[config.mk]
export PLATFORM = sky130hd
export DESIGN_NAME = osc_status_ctl
export DESIGN_NICKNAME = d
export VERILOG_FILES = /design/src/rtl/osc_ctl_pkg.sv /design/src/rtl/osc_edge_sync.sv /design/src/rtl/osc_stop_watch.sv /design/src/rtl/osc_run_timer.sv /design/src/rtl/osc_status_ctl.sv
export SDC_FILE = /design/constraint.sdc
export NUM_CORES = 1
export LEC_CHECK = 0
export ABC_AREA = 1
export BUFFER_PORTS_ARGS = -buffer_cell sky130_fd_sc_hd__clkbuf_2
export CORE_ASPECT_RATIO = 0.8
export CORE_MARGIN = 8
export CORE_UTILIZATION = 54
export CTS_CLUSTER_SIZE = 8
export DETAILED_ROUTE_END_ITERATION = 7
export MAX_ROUTING_LAYER = met4
export PLACE_DENSITY = 0.72
export REMOVE_ABC_BUFFERS = 1
export SYNTH_ARGS = -nofsm -noshare
export SYNTH_HDL_FRONTEND = slang
export SYNTH_HIERARCHICAL = 1
export SYNTH_SLANG_ARGS = --single-unit
[constraint.sdc]
create_clock -name clk -period 2.6 [get_ports clk]
set_clock_uncertainty 0.05 [all_clocks]
set_input_delay 0.13 -clock clk [delete_from_list [all_inputs] [get_ports clk]]
set_output_delay 0.13 -clock clk [all_outputs]
set_load 0.005 [all_outputs]
[src/rtl/osc_ctl_pkg.sv]
package osc_ctl_pkg;

    localparam int REG_ADDR_W = 3;

    typedef logic [REG_ADDR_W-1:0] reg_addr_t;

    localparam reg_addr_t ADDR_STOP = 3'd0;
    localparam reg_addr_t ADDR_FAIL = 3'd1;
    localparam reg_addr_t ADDR_CTRL = 3'd7;

    typedef struct packed {
        logic stop;
        logic fail;
        logic out_lvl;
    } status_t;

    typedef struct packed {
        logic      en;
        reg_addr_t addr;
        logic      bit7;
    } wr_req_t;

    function automatic logic wr_hits(wr_req_t w, reg_addr_t a);
        return w.en && (w.addr == a);
    endfunction

    function automatic logic read_bit7(status_t s, reg_addr_t a);
        case (a)
            ADDR_STOP: return s.stop;
            ADDR_FAIL: return s.fail;
            ADDR_CTRL: return s.out_lvl;
            default:   return 1'b0;
        endcase
    endfunction

endpackage

[src/rtl/osc_edge_sync.sv]
module osc_edge_sync #(
    parameter int SYNC_STAGES = 2
) (
    input  logic clk,
    input  logic rst,
    input  logic async_in,
    output logic rise
);
    localparam int LAST = SYNC_STAGES - 1;

    logic [SYNC_STAGES:0] shreg;

    always_ff @(posedge clk) begin
        if (rst) shreg <= '0;
        else     shreg <= {shreg[LAST:0], async_in};
    end

    assign rise = shreg[LAST] & ~shreg[SYNC_STAGES];

    AST_RISE_SINGLE: assert property (@(posedge clk) disable iff (rst)
        rise |=> !rise) else $error("rise pulse longer than one cycle");
endmodule

[src/rtl/osc_stop_watch.sv]
module osc_stop_watch #(
    parameter int TIMEOUT_CLKS = 1024
) (
    input  logic clk,
    input  logic rst,
    input  logic rise,
    output logic missing
);
    localparam int CW = $clog2(TIMEOUT_CLKS + 1);
    localparam logic [CW-1:0] LIMIT = CW'(TIMEOUT_CLKS);

    logic [CW-1:0] idle_cnt;

    always_ff @(posedge clk) begin
        if (rst)                   idle_cnt <= '0;
        else if (rise)             idle_cnt <= '0;
        else if (idle_cnt != LIMIT) idle_cnt <= idle_cnt + 1'b1;
    end

    assign missing = (idle_cnt == LIMIT);

    AST_EDGE_REVIVES: assert property (@(posedge clk) disable iff (rst)
        rise |=> !missing) else $error("edge did not clear stop detection");
    AST_MISSING_HOLDS: assert property (@(posedge clk) disable iff (rst)
        (missing && !rise) |=> missing) else $error("stop detection dropped without edge");
endmodule

[src/rtl/osc_run_timer.sv]
module osc_run_timer #(
    parameter int RUN_EDGES = 131072
) (
    input  logic clk,
    input  logic rst,
    input  logic rise,
    input  logic restart,
    output logic run_ok
);
    localparam int RW = $clog2(RUN_EDGES + 1);
    localparam logic [RW-1:0] GOAL = RW'(RUN_EDGES);

    logic [RW-1:0] run_cnt;

    always_ff @(posedge clk) begin
        if (rst || restart)              run_cnt <= '0;
        else if (rise && run_cnt != GOAL) run_cnt <= run_cnt + 1'b1;
    end

    assign run_ok = (run_cnt == GOAL);

    AST_RESTART_ZEROES: assert property (@(posedge clk) disable iff (rst)
        restart |=> !run_ok) else $error("run time survived a restart");
endmodule

[src/rtl/osc_status_ctl.sv]
module osc_status_ctl
    import osc_ctl_pkg::*;
#(
    parameter int TIMEOUT_CLKS = 1024,
    parameter int RUN_EDGES    = 131072,
    parameter int SYNC_STAGES  = 2
) (
    input  logic       clk,
    input  logic       rst,
    input  logic       osc_in,
    input  logic       wr_en,
    input  logic [2:0] wr_addr,
    input  logic       wr_bit7,
    input  logic [2:0] rd_addr,
    output logic       rd_bit7,
    output logic       osc_enable,
    output logic       fail_flag,
    output logic       stop_bit,
    output logic       out_drive_low
);
    status_t stat_q;
    status_t stat_d;
    wr_req_t wreq;
    logic    rise;
    logic    missing;
    logic    run_ok;
    logic    restart;
    logic    stop_set;
    logic    fail_set;
    logic    fail_clr;

    assign wreq = '{en: wr_en, addr: wr_addr, bit7: wr_bit7};

    osc_edge_sync #(.SYNC_STAGES(SYNC_STAGES)) u_sync (
        .clk(clk), .rst(rst), .async_in(osc_in), .rise(rise)
    );

    osc_stop_watch #(.TIMEOUT_CLKS(TIMEOUT_CLKS)) u_watch (
        .clk(clk), .rst(rst), .rise(rise), .missing(missing)
    );

    assign restart = missing | stat_q.stop;

    osc_run_timer #(.RUN_EDGES(RUN_EDGES)) u_timer (
        .clk(clk), .rst(rst), .rise(rise), .restart(restart), .run_ok(run_ok)
    );

    always_comb begin
        stop_set = wr_hits(wreq, ADDR_STOP) && wreq.bit7;
        fail_set = restart || stop_set || (wr_hits(wreq, ADDR_FAIL) && wreq.bit7);
        fail_clr = wr_hits(wreq, ADDR_FAIL) && !wreq.bit7 && run_ok;
        stat_d   = stat_q;
        if (wr_hits(wreq, ADDR_STOP)) stat_d.stop    = wreq.bit7;
        if (wr_hits(wreq, ADDR_CTRL)) stat_d.out_lvl = wreq.bit7;
        if (fail_set)                 stat_d.fail    = 1'b1;
        else if (fail_clr)            stat_d.fail    = 1'b0;
    end

    always_ff @(posedge clk) begin
        if (rst) stat_q <= '{stop: 1'b0, fail: 1'b1, out_lvl: 1'b1};
        else     stat_q <= stat_d;
    end

    assign rd_bit7       = read_bit7(stat_q, rd_addr);
    assign osc_enable    = ~stat_q.stop;
    assign fail_flag     = stat_q.fail;
    assign stop_bit      = stat_q.stop;
    assign out_drive_low = ~stat_q.out_lvl;

    AST_STOP_SETS_FAIL: assert property (@(posedge clk) disable iff (rst)
        (wr_en && wr_addr == ADDR_STOP && wr_bit7) |=> fail_flag) else $error("stop write left flag clear");
    AST_SET_WINS: assert property (@(posedge clk) disable iff (rst)
        missing |=> fail_flag) else $error("clear beat stop detection");
    AST_FAIL_STICKY: assert property (@(posedge clk) disable iff (rst)
        (fail_flag && !(wr_en && wr_addr == ADDR_FAIL)) |=> fail_flag) else $error("flag dropped without write");
    AST_CLEAR_NEEDS_RUN: assert property (@(posedge clk) disable iff (rst)
        $fell(fail_flag) |-> $past(run_ok)) else $error("flag cleared before run time");
    AST_OTHER_ADDR_QUIET: assert property (@(posedge clk) disable iff (rst)
        (wr_en && wr_addr inside {[3'd2:3'd6]}) |=> ($stable(stop_bit) && $stable(out_drive_low))) else $error("write to other address changed a bit");
endmodule

==> results_dict.tcl <==
set metrics [dict create \
    yosys_warnings 6 \
    antenna_found_initial 0 \
    cts_tree "built" \
    synth_top_family_by_area "simple AND/OR/NAND/NOR gates" \
    maxSlewViolCount 0 \
    cp-end-kind "flip-flop" \
    synth-adder-area-share 0.0238 \
    die-area_sq_um 6170 \
    n_antenna_cell 0 \
    core_area_sq_um 3780 \
    first_pass_iters 4 \
    swShare 0.227 \
    grt_pass1_wl_um 7460 \
    rr_worst_depth 10 \
    critPathLaunchType "flip-flop" \
    critPathMostFrequentCell "inv_1" \
    syn-mean-instance-area_sq_um 6.56 \
    final_cells 397 \
    fin_crit_sh 0.868 \
    cts_buffers 5 \
    num_io_pins 16 \
    crit_chain "inv_1, ha_1, nand2_1, nor2_1, nand2_1, inv_1, or2_2, nor2_1, inv_1, a21oi_1" \
    setup_viol 0 \
    chipHeight_um 71.9 \
    num_rows 20 \
    start_util 0.558 \
    grt_max_degree 17 \
    crit_path_max_incr_delay_ps 410 \
    p_int_w 0.000884 \
    yosys-mux-area-fraction 0 \
    routed_via_density 4.82 \
    clk_path_buf_depth 2 \
    cts_setup_buffers 0 \
    root_buffer "clkbuf_8" \
    ys_types 29 \
    drive_gt1_frac 0.155 \
    drc 0 \
    clkSlewWorstSetupHoldPaths_ps 80 \
    drt_iter0_markers 107 \
    port_buffers 15 \
    arrival_ps 2410 \
    final_net_count 356 \
    finalHoldViolations 0 \
    power_frac_comb 0.068 \
    power_frac_clock 0.449 \
    dr_wl_met3_um 202 \
    r2r_start "u_watch/idle_cnt[0]" \
    r2r_slack_ps 340 \
    ys_ff_latch 35 \
    drt_wl_total_um 4290 \
    ant_nets 0 \
    relSlewSlack 0.637 \
    rsz0062_at_grt "no" \
    gp_congestion 0.878 \
    p_seq_frac 0.484 \
    min_path_type "in -> reg" \
    max_freq_ghz 0.443 \
    route.top_layer_used "met4" \
    status "finished clean" \
    postSynthCellCount 321 \
    met2_wirelength_um 1930 \
    powerDensity_nw_per_um2 486 \
    maxCapViolCount 0 \
    p_leak_nw 0.966 \
    routedWlPerCell_um 10.8 \
    synth_xor_area_frac 0.0457 \
    synth-compound-area-share 0.0778 \
    grt_overflow 0 \
    cp_slowest_cell "dfxtp_1" \
    place_inst 388 \
    final.setup.tns_ps 0 \
    wl_met1_um 2110 \
    endpoint "u_timer/run_cnt[5]" \
    synthesis.area_sq_um 2110 \
    cp_data_required_time_ps 2760 \
    clock-sinks 35 \
    period_needed_ps 2260 \
    area_growth_syn_to_layout_pct 11.6 \
    synth-simple-area-share 0.432 \
    worst_r2r_endpoint "u_timer/run_cnt[5]" \
    grt_pass1_vias 1751 \
    yosysSeqAreaShare 0.333 \
    die_w_um 85.8 \
    cts_max_level 2 \
    p_sw_w 0.000259 \
    startpoint "u_watch/idle_cnt[0]" \
    criticalPathCategory "reg -> reg" \
    crit_path_max_fanout 13 \
    max-vdd-ir-drop_v 0.000273 \
    grtUsageTotal 0.153 \
    worstSkewPairLatency_ps 290 \
    place_hpwl_um 3190 \
    vias 1912 \
    tightest_slew_ps 544 \
]
==> worst min path at each step <==
stage | startpoint | to | slack (ps) | depth (start not counted)
global placement | osc_in | u_sync/shreg[0] | 300 | 3
CTS | rst | stop_bit | 60 | 2
floorplan | rst | stop_bit | 150 | 1
finish | rst | stop_bit | 60 | 2
detailed placement | osc_in | u_sync/shreg[0] | 300 | 3
global route | rst | u_sync/shreg[2] | 70 | 2
==> registers in the layout, indices dropped and copies added, names as in the netlist <==
register,count
u_timer/run_cnt,18
u_watch/idle_cnt,11
u_sync/shreg,3
fail_flag,1
stat_q,1
stop_bit,1
==> what timing repair did <==
item | in CTS | in global routing
endpoints found under the hold margin | 1 | 0
resized for setup | 0 | 0
hold buffers | 1 | 0
==> logic make-up after synthesis <==
logic type                 count (synthesis)
AOI/OAI and AO/OA                         28
buffers and inverters                     44
xor gates and xnor gates                  11
DFF                                       35
adders and majority gates                  4
and+or+nand+nor                          199
==> routing by layer <==
layer,track usage,up-vias
met3,0.0423,4
met4,0.0484,0
met5,-,-
li1,-,1041
met1,0.184,841
met2,0.242,26
==> power groups by stage <==
stage          clock [W]  combinational, W  sequential [W]
2_1_floorplan          0         0.0000507        0.000563
3_3_place_gp           0         0.0000752        0.000565
3_5_place_dp           0         0.0000769        0.000565
4_1_cts         0.000527         0.0000784        0.000552
5_1_grt         0.000546         0.0000897        0.000554
6_report        0.000513         0.0000776        0.000552
==> cell type report <==
| cell class | count | area (sq um) |
|---|---|---|
| Fill cell | 380 | 1430 |
| Inverter | 40 | 150 |
| Clock inverter | 2 | 35.0 |
| Timing Repair Buffer | 17 | 92.6 |
| Sequential cell | 35 | 701 |
| Multi-Input combinational cell | 242 | 1220 |
| Clock buffer | 6 | 82.6 |
| Tap cell | 55 | 68.8 |
==> critical path: cells and delay by family (launching register included) <==
kind                     cells  cell delay [ps]
flip-flops                   1              410
adder cells (fa/ha/maj)      1              210
AND/OR/NAND/NOR              5              810
buffers and inverters        3              490
AO/OA/AOI/OAI                1              210
==> placed cells by master, fill, tap and decap left out, drive strengths merged <==
master | Yosys | final
xnor2 | 4 | 4
dfxtp | 35 | 35
nor4 | 1 | 1
or2 | 1 | 1
clkinv | 0 | 1
o21ai | 9 | 9
ha | 4 | 4
inv | 40 | 40
xor2 | 7 | 7
a21oi | 17 | 17
nand2 | 92 | 92
bufinv | 0 | 1
o211ai | 1 | 1
clkbuf | 1 | 21
buf | 3 | 1
dlygate4sd3 | 0 | 1
nor2 | 78 | 78
nor3 | 1 | 1
nand4 | 7 | 7
o21bai | 1 | 1
nand3 | 19 | 19
==> cell usage after synthesis, drive strengths merged <==
cell type	n	share of area
o21ai	9	0.021
o21bai	1	0.0036
nand4	7	0.021
nor2	78	0.17
dfxtp	35	0.33
clkbuf	1	0.0018
inv	40	0.071
ha	4	0.024
o211ai	1	0.0036
nor4	1	0.0030
nand3	19	0.055
xor2	7	0.029
a21oi	17	0.049
or2	1	0.0030
xnor2	4	0.017
buf	3	0.015
nor3	1	0.0024
nand2	92	0.18
==> per-stage QoR <==
stage / hold WS (ps) / total power (W) / setup slack [ps] / util / area (sq um)
after floorplan: 149 / 0.000614 / 748 / - / 2070
after global placement: 300 / 0.000640 / 526 / 0.588 / 2220
after detailed placement: 300 / 0.000642 / 388 / 0.588 / 2220
after CTS: 56.4 / 0.00116 / 374 / 0.622 / 2350
after global routing: 74.1 / 0.00119 / 59.0 / 0.622 / 2350
final: 58.0 / 0.00114 / 344 / 0.622 / 2350
Note: power is estimated with default switching activity, not from simulation.
